<file path="src/rtl/sbstk_pkg.sv">
package sbstk_pkg;
  localparam int SB_BYTES   = 5;
  localparam int SB_BYTE_W  = 8;
  localparam int SB_FRAME_W = 4;

  // Pick the bit of a stored byte that belongs to a given frame.
  // Service words sit in odd frames; frame 1 takes the MSB.
  function automatic logic sb_pick_bit(input logic [SB_BYTE_W-1:0] byte_v,
                                       input logic [SB_FRAME_W-1:0] fr);
    logic [SB_FRAME_W-2:0] slot;
    slot = fr[SB_FRAME_W-1:1];
    return byte_v[SB_BYTE_W-1-int'(slot)];
  endfunction
endpackage

</file>
<file path="src/rtl/sbstk_collect.sv">
module sbstk_collect #(
  parameter int NBYTES = sbstk_pkg::SB_BYTES,
  parameter int BYTE_W = sbstk_pkg::SB_BYTE_W
) (
  input  logic                     clk,
  input  logic                     rst_n,
  input  logic                     mf_start,
  input  logic                     wr_en,
  input  logic [BYTE_W-1:0]        wr_data,
  output logic [NBYTES*BYTE_W-1:0] stage_flat,
  output logic                     last_wr
);
  localparam int PTR_W = $clog2(NBYTES + 1);
  localparam logic [PTR_W-1:0] PTR_FULL = PTR_W'(NBYTES);
  localparam logic [PTR_W-1:0] PTR_LAST = PTR_W'(NBYTES - 1);

  logic [PTR_W-1:0] wr_ptr;
  logic             accept;

  // A write with the pointer below the limit is taken; on a start it lands in byte 0.
  assign accept  = wr_en && (mf_start || (wr_ptr < PTR_FULL));
  assign last_wr = wr_en && !mf_start && (wr_ptr == PTR_LAST);

  always_ff @(posedge clk) begin
    if (!rst_n)
      wr_ptr <= '0;
    else if (mf_start)
      wr_ptr <= wr_en ? PTR_W'(1) : '0;
    else if (accept)
      wr_ptr <= wr_ptr + PTR_W'(1);
  end

  for (genvar b = 0; b < NBYTES; b++) begin : g_stage
    logic hit;
    assign hit = accept && (mf_start ? (b == 0) : (wr_ptr == PTR_W'(b)));
    always_ff @(posedge clk) begin
      if (!rst_n)
        stage_flat[b*BYTE_W +: BYTE_W] <= '1;
      else if (hit)
        stage_flat[b*BYTE_W +: BYTE_W] <= wr_data;
    end
  end

  assert_ptr_bound_R8: assert property (@(posedge clk) disable iff (!rst_n)
    wr_ptr <= PTR_FULL);

  assert_full_ignores_R8: assert property (@(posedge clk) disable iff (!rst_n)
    (wr_ptr == PTR_FULL && !mf_start) |=> $stable(stage_flat));
endmodule

</file>
<file path="src/rtl/sbstk_shadow_mux.sv">
module sbstk_shadow_mux #(
  parameter int NBYTES  = sbstk_pkg::SB_BYTES,
  parameter int BYTE_W  = sbstk_pkg::SB_BYTE_W,
  parameter int FRAME_W = sbstk_pkg::SB_FRAME_W
) (
  input  logic                     clk,
  input  logic                     rst_n,
  input  logic                     mf_start,
  input  logic [NBYTES*BYTE_W-1:0] stage_flat,
  input  logic [FRAME_W-1:0]       frame_idx,
  input  logic                     insert_en,
  output logic [NBYTES-1:0]        sa_bits,
  output logic                     sa_valid
);
  logic [NBYTES*BYTE_W-1:0] shadow_flat;

  always_ff @(posedge clk) begin
    if (!rst_n)
      shadow_flat <= '1;
    else if (mf_start)
      shadow_flat <= stage_flat;
  end

  assign sa_valid = insert_en && frame_idx[0];

  // Byte 0 feeds the highest output bit (service-word position 8).
  for (genvar b = 0; b < NBYTES; b++) begin : g_mux
    assign sa_bits[NBYTES-1-b] = sa_valid
      ? sbstk_pkg::sb_pick_bit(shadow_flat[b*BYTE_W +: BYTE_W], frame_idx)
      : 1'b1;
  end

  assert_shadow_hold_R5: assert property (@(posedge clk) disable iff (!rst_n)
    !mf_start |=> $stable(shadow_flat));
endmodule

</file>
<file path="src/rtl/sbstk_request.sv">
module sbstk_request (
  input  logic clk,
  input  logic rst_n,
  input  logic mf_start,
  input  logic active,
  input  logic last_wr,
  input  logic irq_en,
  input  logic mf_irq_mask,
  output logic sa_request,
  output logic mf_irq
);
  always_ff @(posedge clk) begin
    if (!rst_n) begin
      sa_request <= 1'b0;
      mf_irq     <= 1'b0;
    end else begin
      mf_irq <= mf_start && active && irq_en && mf_irq_mask;
      if (!active)
        sa_request <= 1'b0;
      else if (mf_start)
        sa_request <= 1'b1;
      else if (last_wr)
        sa_request <= 1'b0;
    end
  end

  assert_req_clear_R7: assert property (@(posedge clk) disable iff (!rst_n)
    (last_wr && !mf_start) |=> !sa_request);

  assert_req_idle_R2: assert property (@(posedge clk) disable iff (!rst_n)
    !active |=> !sa_request);

  assert_irq_after_start_R10: assert property (@(posedge clk) disable iff (!rst_n)
    mf_irq |-> $past(mf_start));
endmodule

</file>
<file path="src/rtl/spare_bit_tx_stack.sv">
module spare_bit_tx_stack #(
  parameter int NBYTES  = sbstk_pkg::SB_BYTES,
  parameter int BYTE_W  = sbstk_pkg::SB_BYTE_W,
  parameter int FRAME_W = sbstk_pkg::SB_FRAME_W
) (
  input  logic               clk,
  input  logic               rst_n,
  input  logic [FRAME_W-1:0] frame_idx,
  input  logic               frame_start,
  input  logic               crc_mode_en,
  input  logic               spare_en,
  input  logic               ts0_transparent,
  input  logic               irq_en,
  input  logic               mf_irq_mask,
  input  logic               wr_en,
  input  logic [BYTE_W-1:0]  wr_data,
  output logic [NBYTES-1:0]  sa_bits,
  output logic               sa_valid,
  output logic               sa_request,
  output logic               mf_irq
);
  logic                     mf_start;
  logic                     stack_active;
  logic                     insert_en;
  logic                     last_wr;
  logic [NBYTES*BYTE_W-1:0] stage_flat;

  assign mf_start     = frame_start && (frame_idx == '0);
  assign stack_active = crc_mode_en && spare_en;
  assign insert_en    = stack_active && !ts0_transparent;

  sbstk_collect #(.NBYTES(NBYTES), .BYTE_W(BYTE_W)) u_collect (
    .clk(clk), .rst_n(rst_n), .mf_start(mf_start), .wr_en(wr_en),
    .wr_data(wr_data), .stage_flat(stage_flat), .last_wr(last_wr));

  sbstk_shadow_mux #(.NBYTES(NBYTES), .BYTE_W(BYTE_W), .FRAME_W(FRAME_W)) u_mux (
    .clk(clk), .rst_n(rst_n), .mf_start(mf_start), .stage_flat(stage_flat),
    .frame_idx(frame_idx), .insert_en(insert_en), .sa_bits(sa_bits),
    .sa_valid(sa_valid));

  sbstk_request u_req (
    .clk(clk), .rst_n(rst_n), .mf_start(mf_start), .active(stack_active),
    .last_wr(last_wr), .irq_en(irq_en), .mf_irq_mask(mf_irq_mask),
    .sa_request(sa_request), .mf_irq(mf_irq));

  assert_transp_blocks_R3: assert property (@(posedge clk) disable iff (!rst_n)
    ts0_transparent |-> (!sa_valid && sa_bits == '1));
endmodule

</file>
<file path="config.mk">
export PLATFORM = sky130hd
export DESIGN_NAME = spare_bit_tx_stack
export DESIGN_NICKNAME = d
export VERILOG_FILES = /design/src/rtl/sbstk_pkg.sv /design/src/rtl/sbstk_collect.sv /design/src/rtl/sbstk_shadow_mux.sv /design/src/rtl/sbstk_request.sv /design/src/rtl/spare_bit_tx_stack.sv
export SDC_FILE = /design/constraint.sdc
export NUM_CORES = 1
export LEC_CHECK = 0
export CAP_MARGIN = 20
export CELL_PAD_IN_SITES_DETAIL_PLACEMENT = 1
export CELL_PAD_IN_SITES_GLOBAL_PLACEMENT = 1
export CORE_ASPECT_RATIO = 2
export CORE_MARGIN = 10
export CORE_UTILIZATION = 48
export CTS_CLUSTER_DIAMETER = 40
export CTS_CLUSTER_SIZE = 10
export DETAILED_ROUTE_END_ITERATION = 12
export HOLD_SLACK_MARGIN = 0.03
export PLACE_DENSITY = 0.87
export SYNTH_ARGS = -nofsm -noshare
export SYNTH_HDL_FRONTEND = slang
export SYNTH_SLANG_ARGS = --single-unit
</file>
<file path="constraint.sdc">
create_clock -name clk -period 4.5 [get_ports clk]
set_clock_uncertainty 0.2 [all_clocks]
set_input_delay 1.35 -clock clk [delete_from_list [all_inputs] [get_ports clk]]
set_output_delay 1.35 -clock clk [all_outputs]
set_load 0.01 [all_outputs]
</file>
==> summary.txt <==
Status = finished, final reports clean
Pleak = 1.78 nW
Power Density = 380 nW/um^2
Adder-cell share of the synthesized area = 1.64%
Hold crit path type = flop to flop
Dpl ws = -0.235 ns
CTS tree = yes
Chip width = 83.0 um
CP Capture Type = output port
Synth Flop Type = dfxtp_1
Area leader, netlist = dfxtp_1
Clock root buffer = clkbuf_16
Cell row count = 45
Final Hold Fails = 0
Post-CTS Hold Fix Bufs = 0
Initial antenna violation count = 0
Initial Util = 49.7%
Final non-filler cell area = 4470 um^2
Post-DP HPWL = 7150 um
Synth Area in Compound Gates = 12.2%
Worst Path Max Fanout = 16
Synthesized flop and latch total = 85
Final hold slack = 0.286 ns
DRC errors left = 0
RSZ-0062 raised after global routing = no
Cell variety after synth = 30
Die footprint = 12100 um^2
Largest net degree at the start of global routing = 52
Drt first pass iters = 4
Wirelength, routed = 10700 um
# setup viols final = 0
WP data required = 2.95 ns
MaxCap Viol Count = 0
Ports = 29
Kind of critical path = input pin to output port
Clock transition at path regs = 0.06 ns
Total Nets Final = 447
Core box area = 7660 um^2
Mean area per synthesized cell = 9.44 um^2
Most common cell after layout, fill and taps aside = dfxtp_1
EDFF count, synth = 0
Area share of xor/xnor cells in the synthesized design = 0%
Commonest cells after routing, fill and taps aside = 85 x dfxtp_1, 83 x nand3_1, 60 x mux2i_1, 51 x nor2b_1, 49 x o21ai_0
GP Congestion = 0.788
Worst Setup Start Kind = input pin
Slew Limit Fails = 0
Setup ws final = 0.0710 ns
Top cell type's share of synthesized area = 44.7%
Mapped Nets = 429
Starting DRC count in detailed routing = 221
Sink Count = 85
Simple-gate share of the synthesized area = 21.2%
Buffers from clock root to sink, at most = 2
Total Power = 1.70 mW
Die Y = 146 um
Vias in the first global route = 3301
Mux contribution to synthesized area = 15.8%
Data arrival, critical path = 2.88 ns
Synthesized cell area = 3810 um^2
Tot GR Track Use = 17.8%
Placed cell count = 504
N_diodes = 0
Via/cell ratio = 5.94
IO buf count = 28
Layout overhead on the synthesized area = 17.3%
Layout Cells excl Fill = 520
DP Area = 4160 um^2
Worst slew pin tran = 0.837 ns
Worst vdd ir = 0.373 mV
H-tree depth = 3
Largest family of logic cells by synthesized area = simple AND/OR/NAND/NOR gates
Minimum period implied by the final worst setup slack = 4.43 ns
Worst skew pair latency = 0.35 ns
Fmax = 226 MHz
Grt total ovfl = 0
Setup_tns = 0 ns
First-pass GRT wire length = 17800 um
Post-synthesis sequential area ratio = 44.7%
CTS Buf Count = 9
Routed length per instance = 20.6 um
Final core occ = 58.3%
Period utilization = 98.4%
Final ANT Viol Nets = 0
Largest cells by area after synthesis = dfxtp_1 45%, mux2i_1 16%, nand3_1 11%
Vias = 3090
Ys Warns = 0
Relative slew slack = 44.2%
Layout cells sized above 1 = 8.45%
Fraction of registers with async set/reset = 0%
Syn Inst Count = 403
-- repair_timing --
item	CTS	global route
setup buffers	0	0
endpoints found under the setup margin	5	3
gates cloned	0	0
gates resized for setup	5	5
hold endpoints to repair	0	0
-- per-layer routing --
| layer | routed length [um] | up-vias | share of wire (%) | track usage [%] |
|---|---|---|---|---|
| li1 | - | 1474 | - | - |
| met2 | 5510 | 76 | 51 | 31.0 |
| met5 | 0 | - | 0 | 0 |
| met1 | 4360 | 1514 | 41 | 19.3 |
| met3 | 434 | 26 | 4.1 | 4.20 |
| met4 | 392 | 0 | 3.7 | 9.16 |
-- cell type report --
type	instances	area, um^2
clock inverters	6	61.3
fillers	870	3190
multi-input cells	279	1950
clock buffers	10	239
well taps	94	118
repair buffers	40	377
flip-flops and latches	85	1700
inverters	6	22.5
-- power breakdown --
part	switching, mW	internal, mW	leakage, nW
logic	0.0902	0.0661	0.936
clock network	0.306	0.444	0.149
registers	0.0158	0.776	0.692
total	0.412	1.29	1.78
-- synthesized netlist by cell type (all sizes together), types with 2 or more instances --
cell / count
o21ai: 49
mux2i: 60
nor2b: 51
a21oi: 2
buf: 6
inv: 5
nand3: 83
dfxtp: 85
a22o: 10
o2111ai: 2
ha: 5
nor2: 2
nand2: 2
clkbuf: 27
-- cells by family after synthesis --
kind of cell / Yosys count
compound gates: 69
fa+ha+maj: 5
buf+inv: 39
flops: 85
mux: 60
simple gates: 145
-- final timing paths --
check,startpoint,endpoint,slack [ns],depth (start not counted)
setup / recovery,frame_idx[2],sa_bits[4],0.07,6
hold / removal,u_req.sa_request,u_req.sa_request,0.29,2
setup reg to reg,u_collect.wr_ptr[0],u_collect.stage_flat[0],2.49,4
hold reg to reg,u_req.sa_request,u_req.sa_request,0.29,2
-- state kept, by name, summed over array words and instances (netlist names) --
signal and cells:
u_collect.stage_flat 40, u_collect.wr_ptr 3, u_mux.shadow_flat 40, u_req.mf_irq 1, u_req.sa_request 1
-- critical path: stages --
cell and delay [ns]:
clkdlybuf4s50_1 0.53, buf_12 0.18, mux2i_1 0.29, a22o_1 0.17, o21ai_0 0.07, dlygate4sd2_1 0.29
No activity file was read; power rests on OpenSTA's default activity.
